<file path="src/rtl/hazard_pkg.sv">
package hazard_pkg;
  localparam int ALUOP_W = 2;

  typedef struct packed {
    logic               regDst;
    logic               aluSrc;
    logic [ALUOP_W-1:0] aluOp;
    logic               branch;
    logic               memRead;
    logic               memWrite;
    logic               memToReg;
    logic               regWrite;
  } ctrl_t;

  localparam int CTRL_W = $bits(ctrl_t);

  // strobes from detection control to the gating datapath
  typedef struct packed {
    logic bubble;     // clear control fields headed for ID/EX
    logic holdFront;  // freeze PC and IF/ID
  } strobe_t;
endpackage

</file>
<file path="src/rtl/hazard_ctrl.sv">
module hazard_ctrl
  import hazard_pkg::*;
#(
  parameter int REG_ADDR_W = 5,
  parameter int NUM_SRC    = 2
) (
  input  logic                  exMemRead,
  input  logic [REG_ADDR_W-1:0] exRt,
  input  logic [REG_ADDR_W-1:0] idSrc [NUM_SRC],
  output strobe_t               strobes
);
  logic [NUM_SRC-1:0] srcHit;
  logic               loadLive;
  logic               stall;

  // a load into the zero register never produces a value worth waiting for
  assign loadLive = exMemRead && (exRt != '0);

  for (genvar s = 0; s < NUM_SRC; s++) begin : g_src
    assign srcHit[s] = (idSrc[s] == exRt);
  end

  assign stall = loadLive && (|srcHit);

  always_comb begin
    strobes.bubble    = stall;
    strobes.holdFront = stall;
  end
endmodule

</file>
<file path="src/rtl/hazard_dp.sv">
module hazard_dp
  import hazard_pkg::*;
(
  input  strobe_t strobes,
  input  ctrl_t   decCtrl,
  output logic    pcWrite,
  output logic    ifidWrite,
  output ctrl_t   idexCtrl
);
  assign pcWrite   = !strobes.holdFront;
  assign ifidWrite = !strobes.holdFront;

  always_comb begin
    idexCtrl = decCtrl;
    if (strobes.bubble) begin
      idexCtrl = '0;
    end
  end
endmodule

</file>
<file path="src/rtl/load_use_hazard.sv">
module load_use_hazard
  import hazard_pkg::*;
#(
  parameter int REG_ADDR_W = 5
) (
  input  logic                  exMemRead,
  input  logic [REG_ADDR_W-1:0] exRt,
  input  logic [REG_ADDR_W-1:0] idRs,
  input  logic [REG_ADDR_W-1:0] idRt,
  input  logic [CTRL_W-1:0]     decCtrl,
  output logic                  pcWrite,
  output logic                  ifidWrite,
  output logic [CTRL_W-1:0]     idexCtrl
);
  localparam int NUM_SRC = 2;

  logic [REG_ADDR_W-1:0] idSrc [NUM_SRC];
  strobe_t               strobes;
  ctrl_t                 gated;

  assign idSrc[0] = idRs;
  assign idSrc[1] = idRt;

  hazard_ctrl #(
    .REG_ADDR_W(REG_ADDR_W),
    .NUM_SRC   (NUM_SRC)
  ) u_ctrl (
    .exMemRead(exMemRead),
    .exRt     (exRt),
    .idSrc    (idSrc),
    .strobes  (strobes)
  );

  hazard_dp u_dp (
    .strobes  (strobes),
    .decCtrl  (ctrl_t'(decCtrl)),
    .pcWrite  (pcWrite),
    .ifidWrite(ifidWrite),
    .idexCtrl (gated)
  );

  assign idexCtrl = gated;
endmodule

</file>
<file path="config.mk">
export PLATFORM = sky130hd
export DESIGN_NAME = load_use_hazard
export DESIGN_NICKNAME = d
export VERILOG_FILES = /design/src/rtl/hazard_pkg.sv /design/src/rtl/hazard_ctrl.sv /design/src/rtl/hazard_dp.sv /design/src/rtl/load_use_hazard.sv
export SDC_FILE = /design/constraint.sdc
export NUM_CORES = 1
export LEC_CHECK = 0
export BUFFER_PORTS_ARGS = -buffer_cell sky130_fd_sc_hd__buf_2
export CORE_AREA = 2 2 39 41
export DETAILED_ROUTE_END_ITERATION = 16
export DIE_AREA = 0 0 41 43
export GPL_TIMING_DRIVEN = 1
export PLACE_DENSITY = 0.6
export SLEW_MARGIN = 25
export SYNTH_ARGS = -nofsm -noshare
export SYNTH_HDL_FRONTEND = slang
export SYNTH_SLANG_ARGS = --single-unit
</file>
<file path="constraint.sdc">
create_clock -name vclk -period 1.6
set_clock_uncertainty 0.2 [all_clocks]
set_input_delay 0.32 -clock vclk [all_inputs]
set_output_delay 0.32 -clock vclk [all_outputs]
set_load 0.02 [all_outputs]
</file>
### Word-level counts from Yosys, hierarchy flattened

Index checks and enable logic that the tools add are counted.

| word-level totals | value |
|---|---|
| bits in registers | 0 |
| input bits | 25 |
| logic and storage cells | 8 |

| operators by class | value |
|---|---|
| equal/unequal tests | 2 |
| muxes and demuxes | 1 |
| reduce and logical (&&, ||, !) cells | 5 |

Operators by type and width:

| kind | count |
|---|---|
| 5-bit equality test | 2 |
| 9-bit two-way mux | 1 |
| 5-bit nonzero test | 1 |
| 1-bit logical AND | 2 |
| 2-bit OR reduction | 1 |
| 1-bit logical NOT | 1 |

### Logic depth before layout (Yosys ltp)

Gate-level depths: netlist of the first run.

| depth | value |
|---|---|
| depth in word-level cells | 4 |
| gate-level depth with buffers | 5 |

### Hierarchy

A second synthesis of the first run with hierarchy kept.

| second synthesis, totals | value |
|---|---|
| cells, all modules | 30 |
| area total of the unflattened synthesis | 207.7 um^2 |

Modules (own cells, without submodules):

| module | times used | cells an instance | area each (um^2) | seq. area each (um^2) |
|---|---|---|---|---|
| hazard_ctrl | 1 | 19 | 140.1 | 0.0 |
| hazard_dp | 1 | 11 | 67.6 | 0.0 |

### Least setup slack after synthesis of the first run

Ideal clock, no wire load.

| timing | value |
|---|---|
| path type | input to output |
| start point | in exRt[4] |
| end point | out pcWrite |
| data arrival time | 1.543 ns |
| path slack | -0.463 ns |
| stages on the path | 5 |
| path through | xnor2_1 nand3_1 o22ai_1 nand2_1 buf_4 |

| between the ends | value |
|---|---|
| word-level cells in the longest chain between the ends | 4 |

Ends and longest elaborated chain:

| item | RTL line | source |
|---|---|---|
| start: declaration | load_use_hazard.sv:7 | `input logic [REG_ADDR_W-1:0] exRt,` |
| 5-bit equality test / 5-bit nonzero test (equally long branches) | hazard_ctrl.sv:20, hazard_ctrl.sv:17 |  |
| 2-bit OR reduction / 1-bit logical AND (equally long branches) | hazard_ctrl.sv:23, hazard_ctrl.sv:17 |  |
| 1-bit logical AND * | hazard_ctrl.sv:23 | `assign stall = loadLive && (\|srcHit);` |
| 1-bit logical NOT * | -- |  |
| end: declaration | load_use_hazard.sv:11 | `output logic pcWrite,` |

Every way passes the cells marked *; elsewhere a longest branch is shown, timed or not.

### Worst setup path in the final report of the first run

| timing | value |
|---|---|
| start point | in exRt[2] |
| end point | out idexCtrl[8] |

| between the ends | value |
|---|---|
| word-level cells in the longest chain between the ends | 4 |

Ends and longest elaborated chain:

| item | RTL line | source |
|---|---|---|
| 5-bit equality test / 5-bit nonzero test (equally long branches) | hazard_ctrl.sv:20, hazard_ctrl.sv:17 |  |
| 2-bit OR reduction / 1-bit logical AND (equally long branches) | hazard_ctrl.sv:23, hazard_ctrl.sv:17 |  |
| 1-bit logical AND * | hazard_ctrl.sv:23 |  |
| 9-bit two-way mux * | hazard_dp.sv:15 | `if (strobes.bubble) begin` |
| end: declaration | load_use_hazard.sv:13 | `output logic [CTRL_W-1:0] idexCtrl` |

Marks and branches as above.

==> run metrics, run 1 <==
run status complete, but fails checks; violated checks negative setup slack; Sw Pwr about 0.095 mW; clock buffer count 0; setup ws final -0.3990 ns; crit path kind input pin to output pin; antenna diode count 0; Max-Slew Margin vs Limit 0.8315; crit-path cells buf_6 > or4_4 > o21a_4 > a21boi_2 > buf_4; HP Class input pin to output pin; Synth area leaders xnor2_1 (40%), a21boi_1 (27%), o21a_4 (6.8%); Int Power approximately 0.12 mW; Post-Route M1 WL 326 um; Max stage delay on crit path roughly 0.54 ns; final-report setup violation count 11; vias about 360; Post-Place Worst Slack -0.4710 ns; syn_area_per_cell between 7 and 8 um^2; Largest delay share family, worst path simple AND/OR/NAND/NOR gates; Synth cell types 9; Ys Warns 0; placed cell count 85; GR Overflow Total 0; Die ar. ~0.0018 mm^2; sequential area share after synthesis 0; post-route insts no fill 87; Sequential cell area 0 um^2; Routed WL 938 um; Flop pwr share 0; Routed met3 length 81 um; Synth top area share 0.3977; Final nets 98; die width 41 um; leakage approximately 0.33 nW; area grow syn2layout 213.1%; Initial Utilization 0.1591; WP depth 5; Seq cells 0; min Tclk post-route ~2.0 ns; drt first pass iters 2; mapped cell area between 200 and 250 um^2; Rows 14; Critical path buffers and inverters 2; layout cells sized above 1 0.9296; Synth top cells by count xnor2_1 (10), a21boi_1 (8), nand2_1 (3); Logic pwr share 1.000; crit end category output pin; Post-CTS Setup Inserts 0; Worst Max-Slew Pin Slew approximately 0.26 ns; Crit path required time around 1.1 ns; hold buffer count at CTS 0; Final ANT Viol Nets 0; Core ar. roughly 0.0014 mm^2; CP startpoint kind input pin; Slowest-stage cell, CP or4_4; Slew Limit Fails 0; Power Density ~320 mW/mm^2; wire length on met2 530 um; Critical Path Source exRt[2]; Synth Net Count 53; critical path peak fanout 5; Ports 36; drt first-iter violations 1; Remaining DRCs 0; unrepaired setup endpoints after global routing yes; Avg Vias per Cell approximately 4.2; RePlAce Congestion around 0.66; max layer used met3; worst endpoint data arrival time about 1.5 ns; clock share of power 0; total track usage 0.1191; number of buffers added on ports 36; initial antenna violation count 0; Sw Share 0.4344; fmax around 500 MHz; Final Hold Fails 0; hpwl dp 677.7 um; Synth Instances 28; CP endpoint idexCtrl[8]; vias in the first global route roughly 370; Max IR drop VDD between 100 and 150 uV; number of max-cap violations 0; Chip Height about 43 um; count leader, synth xnor2_1; DR WL/cell about 11 um; Synth area leader xnor2_1; largest net degree at the start of global routing 6; final worst path period share 1.249; first-pass GRT wire length approximately 1500 um
metal layers:
| layer | GRT usage | up-vias |
|---|---|---|
| met1 | 0.1497 | 158 |
| met4 | 0 | 0 |
| met3 | 0 | 0 |
| met2 | 0.2250 | 17 |
| met5 | 0 | - |
| li1 | - | 188 |
worst min-delay path by stage:
stage,cells after the start,startpoint,slack [ns],to
2_1_floorplan,1,decCtrl[0],0.61,idexCtrl[0]
3_3_place_gp,3,decCtrl[2],0.80,idexCtrl[2]
3_5_place_dp,3,decCtrl[6],0.79,idexCtrl[6]
4_1_cts,3,decCtrl[3],0.78,idexCtrl[3]
5_1_grt,3,decCtrl[6],0.80,idexCtrl[6]
6_report,3,decCtrl[6],0.78,idexCtrl[6]
power by group through the flow:
stage / clock (mW) / sequential (mW) / combinational [mW]
final: 0 / 0 / 0.219
after global routing: 0 / 0 / 0.234
after CTS: 0 / 0 / 0.219
after detailed placement: 0 / 0 / 0.164
after global placement: 0 / 0 / 0.162
after floorplan: 0 / 0 / 0.0910
cells in the final DEF, fill, tap and decap left out:
| master | netlist | routed |
|---|---|---|
| buf_16 | 0 | 1 |
| o21a_4 | 1 | 2 |
| or4_4 | 1 | 1 |
| buf_12 | 0 | 1 |
| nand2_4 | 0 | 1 |
| xnor2_2 | 0 | 7 |
| xnor2_1 | 10 | 3 |
| nand3_2 | 0 | 2 |
| buf_6 | 0 | 8 |
| a21boi_2 | 1 | 9 |
| nand2_1 | 3 | 2 |
| o22ai_4 | 0 | 1 |
| buf_2 | 0 | 23 |
| buf_4 | 1 | 10 |
metrics by stage:
step	area [um^2]	hold slack [ns]	power, mW	utilization	setup TNS [ns]
after floorplan	271.5	0.6133	0.09095	-	-3.024
after global placement	521.8	0.7957	0.1619	0.3770	-4.875
after detailed placement	521.8	0.7942	0.1637	0.3770	-4.982
after CTS	685.7	0.7807	0.2187	0.4955	-4.311
after global routing	689.4	0.7962	0.2345	0.4982	-4.574
final	689.4	0.7775	0.2194	0.4982	-4.133
layout make-up:
cell class	count	area [um^2]
fill	137	694.4
multi-input combinational	28	341.6
timing repair buffer	43	327.8
tap	16	20.02
repair_timing:
item | in CTS | in global routing
resized for setup | 29 | 1
endpoints found under the setup margin | 11 | 11
pin swaps | 22 | 1
gates cloned | 2 | 0
logic make-up after synthesis:
logic type      after synthesis  synth area share
xor+xnor                     10            0.3977
compound gates               11            0.4205
buf+inv                       1           0.03410
simple gates                  6            0.1477
Note: power is estimated with default switching activity, not from simulation.
==> run 2, diff against run 1 <==
--- a/config.mk
+++ b/config.mk
@@ -15,3 +15,4 @@
 export SYNTH_ARGS = -nofsm -noshare
 export SYNTH_HDL_FRONTEND = slang
 export SYNTH_SLANG_ARGS = --single-unit
+export TNS_END_PERCENT = 50
==> run metrics, run 2 (same netlist as run 1, synthesis figures left out) <==
most frequent cells in the layout buf_2 (25), buf_4 (11), a21boi_2 (9); Power Density ~320 mW/mm^2; Ports 36; antenna diode count 0; hold buffer count at CTS 0; initial antenna violation count 0; leakage 0.2934 nW; Final Hold Fails 0; die width around 40 um; most common cell after layout, fill and taps aside buf_2; Post-DP Area between 500 and 600 um^2; unrepaired setup endpoints after global routing yes; RePlAce Congestion about 0.63; vias around 360; GR Overflow Total 0; Slew Limit Fails 0; final-report setup violation count 11; Max IR drop VDD roughly 120 uV; Slowest-stage cell, CP or4_4; worst endpoint data arrival time 1.47 ns; CP startpoint kind input pin; total track usage 0.09491; WHS between 0.7 and 0.8 ns; setup ws final -0.3906 ns; Final ANT Viol Nets 0; crit end category output pin; fillers 151; Routed WL roughly 900 um; Final nets roughly 100; Seq cells 0; Max-Slew Margin vs Limit 0.8529; number of max-cap violations 0; DR WL/cell just over 10 um; Core ar. 0.001384 mm^2; number of buffers added on ports 36; worst hold start decCtrl[4]; Post-CTS Setup Inserts 0; Sequential cell area 0 um^2; layout cells sized above 1 0.8451; area grow syn2layout 190.3%; violated checks negative setup slack; first-pass GRT wire length between 1000 and 1500 um; Worst Max-Slew Pin Slew 0.2207 ns; Worst Hold Path Cells 3; Die ar. 0.001763 mm^2; Initial Utilization 0.1591; crit path kind input pin to output pin; Chip Height 43 um; largest net degree at the start of global routing 11; final worst path period share 1.244; hpwl dp between 600 and 700 um; critical path peak fanout 5; Max stage delay on crit path around 0.54 ns; post-route cell area around 640 um^2; Rows 14; vias in the first global route around 340; drt first pass iters 1; fmax around 500 MHz; Design Power slightly above 0.2 mW; Avg Vias per Cell around 4.2; min Tclk post-route ~2.0 ns; run status complete, but fails checks; Crit path required time 1.08 ns; HP Class input pin to output pin; hold path endpoint idexCtrl[4]; crit-path cells buf_6 > or4_4 > o21a_4 > a21boi_2 > buf_4; drt first-iter violations 0; Remaining DRCs 0; clock buffer count 0
## run 2: cell types whose count changed in the layout (fill, tap and decap cells not counted), moves of 2 or more
cell	before	now
xnor2_2	7	1
buf_6	8	5
buf_2	23	25
xnor2_1	3	8
## run 2: how the worst max path moves through the flow
stage            start           to  cells after the start
6_report       exRt[2]  idexCtrl[1]                      5
5_1_grt        exRt[0]      pcWrite                      8
4_1_cts        exRt[2]  idexCtrl[5]                      5
3_5_place_dp   exRt[4]  idexCtrl[5]                      5
3_3_place_gp   exRt[4]  idexCtrl[0]                      5
2_1_floorplan  exRt[4]  idexCtrl[0]                      3
## run 2: layer usage
metal | vias to the layer above | track usage | part of all wire
li1 | 188 | - | -
met1 | 161 | 0.1044 | 0.37
met2 | 15 | 0.1906 | 0.57
met3 | 0 | 0.005236 | 0.060
met4 | 0 | 0 | 0
met5 | - | 0 | 0
## run 2: power breakdown
part | switching, mW | leakage, nW | internal [mW] | total, mW
logic | 0.0892 | 0.293 | 0.114 | 0.203
registers | 0 | 0 | 0 | 0
clock network | 0 | 0 | 0 | 0
total | 0.0892 | 0.293 | 0.114 | 0.203
## run 2: critical path, delay by kind of cell
kind            cells  cell delay, ns
compound gates      2            0.37
simple gates        1            0.54
buf+inv             2            0.23
## run 2: layout make-up
| cell class | instances | area, um^2 | share of cell area |
|---|---|---|---|
| multi-input combinational | 28 | 310.3 | 0.4853 |
| tap | 16 | 20.02 | 0.03131 |
| timing repair buffer | 43 | 309.0 | 0.4834 |
## run 2: through the flow
| stage | TNS, ns | instances | utilization | worst slack [ns] |
|---|---|---|---|---|
| after CTS | -4.370 | 86 | 0.4241 | -0.4251 |
| after global placement | -4.870 | 85 | 0.3770 | -0.4587 |
| final | -4.206 | 87 | 0.4620 | -0.3906 |
| after floorplan | -3.024 | 28 | - | -0.2905 |
| after detailed placement | -4.979 | 85 | 0.3770 | -0.4754 |
| after global routing | -4.754 | 87 | 0.4620 | -0.4527 |
## run 2: timing repair
| item | 4_1_cts | 5_1_grt |
|---|---|---|
| pin swaps | 14 | 5 |
| cloned | 1 | 1 |
| resized for setup | 16 | 4 |
| endpoints found under the setup margin | 11 | 11 |
==> run 3, diff against run 2 <==
==> constraint.sdc (replaced) <==
create_clock -name vclk -period 1.6
set_clock_uncertainty 0.2 [all_clocks]
set_input_delay 0.08 -clock vclk [all_inputs]
set_output_delay 0.08 -clock vclk [all_outputs]
set_load 0.02 [all_outputs]
==> run metrics, run 3 (same netlist as run 1, synthesis figures left out) <==
crit end category output pin; HP Class input pin to output pin; Chip Height 43 um; Final nets between 90 and 100; worst hold start decCtrl[6]; crit-path cells buf_2 > or4_4 > o21a_4 > a21boi_1 > buf_4; Design Power 0.1419 mW; Largest delay share family, worst path simple AND/OR/NAND/NOR gates; Max stage delay on crit path 0.52 ns; placed cell count 82; number of buffers added on ports 36; critical path peak fanout 10; Max IR drop VDD about 110 uV; final core utilization 0.3300; DR WL/cell 8.756 um; first-pass GRT wire length approximately 1100 um; final setup TNS 0 ns; Avg Vias per Cell 4.024; crit path kind input pin to output pin; initial antenna violation count 0; die width 41 um; most common cell after layout, fill and taps aside buf_2; Core ar. ~0.0014 mm^2; final worst path period share 0.9800; CP startpoint kind input pin; run status complete, no violations; setup ws final 0.03202 ns; number of max-cap violations 0; vias 330; Initial Utilization 0.1591; Slew Limit Fails 0; total track usage 0.08392; unrepaired setup endpoints after global routing yes; Critical Path Source exRt[4]; Crit path required time ~1.3 ns; Rows 14; antenna diode count 0; Routed WL ~720 um; Critical path buffers and inverters 2; min Tclk post-route between 1.5 and 2 ns; Post-Place Worst Slack between 0.02 and 0.025 ns; Max-Slew Margin vs Limit 0.8964; largest net degree at the start of global routing 11; vias in the first global route 319; leakage between 0.2 and 0.25 nW; Die ar. between 0.0015 and 0.002 mm^2; area grow syn2layout 107.4%; Power Density about 310 mW/mm^2; most frequent cells in the layout buf_2 (29), xnor2_1 (10), buf_4 (10); clock buffer count 0; GR Overflow Total 0; Sequential cell area 0 um^2; drt first pass iters 3; Seq cells 0; layout cells sized above 1 0.6515; Worst Max-Slew Pin Slew 0.1554 ns; Post-CTS Setup Inserts 0; Final ANT Viol Nets 0; Slowest-stage cell, CP or4_4; drt first-iter violations 3; Final Hold Fails 0; fmax approximately 640 MHz; final-report setup violation count 0; worst endpoint data arrival time 1.29 ns; RePlAce Congestion around 0.67; post-route insts no fill a little over 80; Remaining DRCs 0; Ports 36
-- run 3: changes by cell type in the layout (fill, tap and decap cells not counted), moves of 2 or more --
cell and delta:
xnor2_1 +2, a21boi_1 +7, buf_2 +4, a21boi_2 -7
buf_6 -5
-- run 3: final timing paths --
path / endpoint / slack [ns] / depth (start not counted)
worst max-delay path: idexCtrl[0] / 0.03 / 5
worst min-delay path: idexCtrl[6] / 0.30 / 3
-- run 3: where the power goes --
group / switching (mW) / internal, mW / total, mW
sequential: 0 / 0 / 0
clock: 0 / 0 / 0
combinational: 0.0664 / 0.0755 / 0.142
total: 0.0664 / 0.0755 / 0.142
-- run 3: area by class of cell --
class	instances	area, um^2
fill	164	927.1
tap	16	20.02
timing repair buffer	39	220.2
multi-input combinational	27	216.5
-- run 3: metal layers --
layer  track usage  share of wire  up-vias
met5             0              0        -
met4             0              0        0
met3      0.005236           0.10        0
met2        0.1594           0.50       15
met1        0.1013           0.39      138
li1              -              -      177
-- run 3: metrics by stage --
step	cell area, um^2	hold WS, ns
after floorplan	220.2	0.1292
after global placement	435.4	0.3125
after detailed placement	435.4	0.3132
after CTS	435.4	0.3128
after global routing	456.7	0.3259
final	456.7	0.3028
-- run 3: what timing repair did --
action | 4_1_cts | 5_1_grt
hold buffers | 0 | 0
endpoints found under the setup margin | 0 | 7
gates resized for setup | 0 | 8
hold endpoints to repair | 0 | 0
